## config.mk

```make
export PLATFORM = sky130hd
export DESIGN_NAME = ata_taskfile_unit
export DESIGN_NICKNAME = d
export VERILOG_FILES = /design/src/rtl/ata_taskfile_unit.sv
export SDC_FILE = /design/constraint.sdc
export NUM_CORES = 1
export LEC_CHECK = 0
export CAP_MARGIN = 20
export CORE_MARGIN = 5
export CORE_UTILIZATION = 50
export CTS_CLUSTER_SIZE = 14
export DETAILED_ROUTE_END_ITERATION = 8
export PLACE_DENSITY_LB_ADDON = 0.05
export SLEW_MARGIN = 30
export SYNTH_ARGS = -nofsm -noshare
export SYNTH_HDL_FRONTEND = slang
export SYNTH_SLANG_ARGS = --single-unit
```

## constraint.sdc

```tcl
create_clock -name clk -period 3.3 [get_ports clk]
set_input_delay 0.825 -clock clk [delete_from_list [all_inputs] [get_ports clk]]
set_output_delay 0.825 -clock clk [all_outputs]
set_load 0.01 [all_outputs]
```

## src/rtl/ata_taskfile_unit.sv

```systemverilog
module ata_taskfile_unit #(
  parameter int          IDENT_WORDS  = 256,
  parameter logic [159:0] SERIAL_TEXT  = "UNIT-SN-0001        ",
  parameter logic [63:0]  VERSION_TEXT = "REV 1.0 "
) (
  input  logic        clk,
  input  logic        rst_n,
  input  logic [2:0]  bus_addr,
  input  logic        bus_wr,
  input  logic        bus_rd,
  input  logic [7:0]  bus_wdata,
  output logic [15:0] bus_rdata,
  output logic        irq,
  output logic        flush_req,
  input  logic        flush_done
);
  localparam int IW        = $clog2(IDENT_WORDS);
  localparam int SER_WORDS = $bits(SERIAL_TEXT) / 16;
  localparam int VER_WORDS = $bits(VERSION_TEXT) / 16;
  localparam int SER_BASE  = 10;
  localparam int VER_BASE  = 23;
  localparam int CACHE_WORD = 85;
  localparam logic [7:0] OP_IDENT = 8'hEC;
  localparam logic [7:0] OP_FLUSH = 8'hE7;
  localparam logic [7:0] OP_DIAG  = 8'h90;
  localparam logic [7:0] ABORT_CODE = 8'h04;
  localparam logic [7:0] DIAG_PASS  = 8'h01;

  logic [7:0] nsect, lba_lo, lba_mid, lba_hi, dev_reg, err_reg;
  logic bsy, drq, err_bit;
  logic [IW-1:0] widx;

  wire cmd_wr    = bus_wr && bus_addr == 3'd7;
  wire cmd_go    = cmd_wr && !bsy;
  wire stat_rd   = bus_rd && bus_addr == 3'd7;
  wire data_rd   = bus_rd && bus_addr == 3'd0 && drq;
  wire last_word = widx == IW'(IDENT_WORDS - 1);
  wire flush_end = bsy && flush_done;
  wire op_known  = bus_wdata == OP_IDENT || bus_wdata == OP_FLUSH || bus_wdata == OP_DIAG;

  assign flush_req = bsy;

  function automatic logic [15:0] ident_word(input logic [IW-1:0] idx);
    int k;
    k = int'(idx);
    if (k >= SER_BASE && k < SER_BASE + SER_WORDS)
      return SERIAL_TEXT[$bits(SERIAL_TEXT) - 1 - 16 * (k - SER_BASE) -: 16];
    else if (k >= VER_BASE && k < VER_BASE + VER_WORDS)
      return VERSION_TEXT[$bits(VERSION_TEXT) - 1 - 16 * (k - VER_BASE) -: 16];
    else if (k == CACHE_WORD)
      return 16'h0020;
    else
      return 16'h0000;
  endfunction

  wire [7:0] status = {bsy, 1'b1, 1'b0, 1'b0, drq, 2'b00, err_bit};

  always_comb begin
    case (bus_addr)
      3'd0:    bus_rdata = drq ? ident_word(widx) : 16'h0000;
      3'd1:    bus_rdata = {8'h00, err_reg};
      3'd2:    bus_rdata = {8'h00, nsect};
      3'd3:    bus_rdata = {8'h00, lba_lo};
      3'd4:    bus_rdata = {8'h00, lba_mid};
      3'd5:    bus_rdata = {8'h00, lba_hi};
      3'd6:    bus_rdata = {8'h00, dev_reg};
      default: bus_rdata = {8'h00, status};
    endcase
  end

  always_ff @(posedge clk) begin
    if (!rst_n) begin
      nsect <= '0; lba_lo <= '0; lba_mid <= '0; lba_hi <= '0;
      dev_reg <= '0; err_reg <= '0;
      bsy <= 1'b0; drq <= 1'b0; err_bit <= 1'b0; irq <= 1'b0;
      widx <= '0;
    end else begin
      if (bus_wr) begin
        case (bus_addr)
          3'd2: nsect   <= bus_wdata;
          3'd3: lba_lo  <= bus_wdata;
          3'd4: lba_mid <= bus_wdata;
          3'd5: lba_hi  <= bus_wdata;
          3'd6: dev_reg <= bus_wdata;
          default: ;
        endcase
      end
      if (stat_rd) irq <= 1'b0;
      if (data_rd) begin
        widx <= widx + 1'b1;
        if (last_word) drq <= 1'b0;
      end
      if (flush_end) begin
        bsy <= 1'b0;
        irq <= 1'b1;
      end
      if (cmd_go) begin
        drq <= 1'b0; err_bit <= 1'b0; err_reg <= '0;
        irq <= 1'b1; widx <= '0;
        case (bus_wdata)
          OP_IDENT: drq <= 1'b1;
          OP_FLUSH: begin bsy <= 1'b1; irq <= 1'b0; end
          OP_DIAG:  begin dev_reg[4] <= 1'b0; err_reg <= DIAG_PASS; end
          default:  begin err_bit <= 1'b1; err_reg <= ABORT_CODE; end
        endcase
      end
    end
  end

  AST_BSY_DRQ_EXCL: assert property (@(posedge clk) disable iff (!rst_n) !(bsy && drq));
  AST_IRQ_CLEAR_ON_STATUS: assert property (@(posedge clk) disable iff (!rst_n)
    stat_rd && !cmd_go && !flush_end |=> !irq);
  AST_BUSY_CMD_IGNORED: assert property (@(posedge clk) disable iff (!rst_n)
    bsy && cmd_wr && !flush_done |=> bsy && !drq && $stable(err_reg) && !err_bit);
  AST_DIAG_DEV0: assert property (@(posedge clk) disable iff (!rst_n)
    cmd_go && bus_wdata == OP_DIAG |=> !dev_reg[4] && err_reg == DIAG_PASS && irq);
  AST_IDENT_END: assert property (@(posedge clk) disable iff (!rst_n)
    data_rd && last_word && !cmd_go |=> !drq);
  AST_ABORT_FLAGS: assert property (@(posedge clk) disable iff (!rst_n)
    cmd_go && !op_known |=> err_bit && err_reg == ABORT_CODE && irq && !drq);
  AST_FLUSH_DONE: assert property (@(posedge clk) disable iff (!rst_n)
    flush_end && !cmd_wr |=> !flush_req && irq);
endmodule

```

==> flow_summary.yaml <==
status:
  status: "complete, but fails checks"
  violations: "negative setup slack"
critical_path:
  start_kind: "register"
  worst-r2r-setup-slack_ps: 1780
  crit_fanout: 6
  arrival_ps: 2580
  critical_path_class: "reg2out"
  critical_path.slowest_cell: "or4_4"
  path_cells: "buf_6 -> inv_4 -> ha_4 -> or3b_1 -> a21oi_4 -> or4_4 -> a21oi_4 -> buf_6 -> o311ai_2 -> a21oi_1 -> buf_2"
  crit_required_ps: 2470
  max_stage_delay_ps: 570
  crit_path_end_kind: "output pin"
cells_and_area:
  finalNonFillerCells: 604
  layout-drive-gt1-share_pct: 28.4
  diodes: 0
  final_area_um2: 4600
  area_delta_synth_final_pct: 33.4
  nNetsFinal: 546
logic_synthesis:
  yosys_warnings: 0
  synthDistinctLibCells: 67
  synth-seq-cells: 54
  synth_commonest_cells: "nand2_1, dfxtp_1, a21boi_0"
  synth_top_area_cell: "dfxtp_1"
  async_flop_share_pct: 0
  synth_top_area_share_pct: 31.3
  syn_avg_cell_area_um2: 7.67
  synthesis.area_um2: 3450
  synthCells: 450
  ys_top_cells_by_area: "dfxtp_1, nand2_1, a21boi_0, a21oi_1, nor2_1"
  yosysSeqAreaShare_pct: 31.3
  synth_fp_nets: 473
  yosysMostFrequentCell: "nand2_1"
  synthFlopType: "dfxtp_1"
  synth_edf_count: 0
clock_tree:
  cts_tree: "built"
  htreeDepth: 2
  cts_made_buffers: 5
  worstSkewPairLatency_ps: 310
  clock_sinks: 54
  path_clk_slew_ps: 100
  cts_buffer_depth: 2
  ctsHoldBuffers: 0
  root_buffer: "clkbuf_8"
global_route:
  antenna_found_initial: 0
  grt_pass1_wl_um: 16100
  grt_usage_pct: 23.4
  grt_pass1_vias: 3210
  grt_overflow: 0
  grt_max_degree: 26
drt:
  wl_um: 10200
  wl_per_cell_um: 16.9
  ant_nets: 0
  via_per_inst: 5.78
  num_vias: 3489
  drc: 0
  drt_iter0_drc: 125
  firstDrtPassIters: 4
place:
  place_ws_ps: -645
  placed_cell_area_um2: 4130
  port_buffers: 32
  dp_cells: 585
  dp_hpwl_um: 7190
  gp_congestion: 0.892
die:
  dieHeight_um: 93.1
  row_count: 30
  start_util_pct: 51.1
  core_area_um2: 6760
  io_pins: 34
  fp.dieW_um: 93.1
  die_area_um2: 8660
sta:
  final-setup-viol-count: 7
  finalHoldViolCount: 0
  fmax_mhz: 294
  hold_ws_ps: 463
  period_share_pct: 103
  fin_crit_ps: 3400
  clock_skew_ps: 9.90
  rsz0062_at_grt: "true"
  worst_slew_pin_slew_ps: 688
  setup_ws_ps: -101
  relSlewSlack_pct: 54.0
  maxSlewViolCount: 0
pwr:
  cellLeakagePower_nw: 1.69
  power.density_nw_per_um2: 278
  p_total_mw: 1.28
  vdd_drop_max_uv: 230
min_path:
  hold_path_class: "reg2reg"
run:
  timing.max_cap.violations: 0
==> logic make-up after synthesis <==
logic type	Yosys count	synth area share, %
and+or+nand+nor	216	30.1
AOI/OAI and AO/OA	113	24.0
DFF	54	31.3
buffers and inverters	36	5.15
xor gates and xnor gates	13	3.30
muxes	10	3.48
adders and majority gates	7	2.54
other	1	0.109
==> through the flow <==
| stage | util [%] | TNS [ps] |
|---|---|---|
| 5_1_grt | 68.1 | -1700 |
| 4_1_cts | 65.6 | -296 |
| 3_5_place_dp | 61.1 | -7810 |
| 6_report | 68.1 | -341 |
| 3_3_place_gp | 61.1 | -7400 |
| 2_1_floorplan | - | 0 |
==> what timing repair did <==
item	CTS	global route
pin swaps	23	21
gates resized for setup	91	38
endpoints found under the setup margin	15	15
setup buffers	10	1
==> worst paths after layout <==
| kind | startpoint | end | cells past startpoint |
|---|---|---|---|
| setup / recovery | widx[1] | bus_rdata[14] | 11 |
| hold / removal | dev_reg[0] | dev_reg[0] | 2 |
| hold reg to reg | dev_reg[0] | dev_reg[0] | 2 |
| setup reg to reg | drq | widx[7] | 7 |
==> per-layer routing <==
| layer | up-vias | wire length [um] | global-route usage, % |
|---|---|---|---|
| met3 | 15 | 403 | 3.94 |
| met4 | 0 | 181 | 7.94 |
| met5 | - | 0 | 0 |
| li1 | 1719 | - | - |
| met1 | 1678 | 4320 | 28.3 |
| met2 | 77 | 5320 | 41.7 |
==> worst max-delay path: cells and delay by family (launching register included) <==
kind	cells	cell delay, ps
and+or+nand+nor	2	720
AOI/OAI and AO/OA	4	540
adders and majority gates	1	150
buffers and inverters	4	470
DFF	1	370
==> cells in the final DEF, fill, tap and decap left out, types with 3 or more instances in the layout <==
cell type	netlist	final
nand2_1	113	110
nor3_1	4	3
o21ai_2	1	3
nand2_4	0	3
clkdlybuf4s50_1	0	14
nor2_1	25	24
dlygate4sd2_1	0	3
nor4b_1	4	3
xnor2_1	9	6
buf_2	7	11
xnor2_2	0	3
clkbuf_8	0	5
o21ai_0	11	10
a21oi_1	23	17
inv_1	6	5
nand4_1	5	5
mux2_2	6	6
nand3_1	14	14
a21boi_0	40	40
a31oi_1	3	3
buf_4	5	54
ha_4	0	4
and3_1	5	4
buf_6	2	8
nand3b_1	3	3
a221oi_1	3	3
nand2b_1	9	9
mux2i_1	3	3
nor2b_1	11	10
a21oi_2	1	6
dfxtp_1	54	51
and2_1	4	3
==> area by class of cell <==
type | instances | area [um2]
multi-input combinational | 360 | 2480
fill | 581 | 2150
sequential | 54 | 1090
timing repair buffer | 96 | 790
tap | 80 | 100
clock buffer | 5 | 68.8
clock inverter | 3 | 47.5
inverter | 6 | 25.0
==> where the power goes <==
part	internal, mW	switching [mW]	total [mW]
Clock	0.230	0.236	0.467
Sequential	0.661	0.00637	0.668
Combinational	0.0657	0.0802	0.146
Total	0.957	0.323	1.28
(Power assumes the default switching activity.)
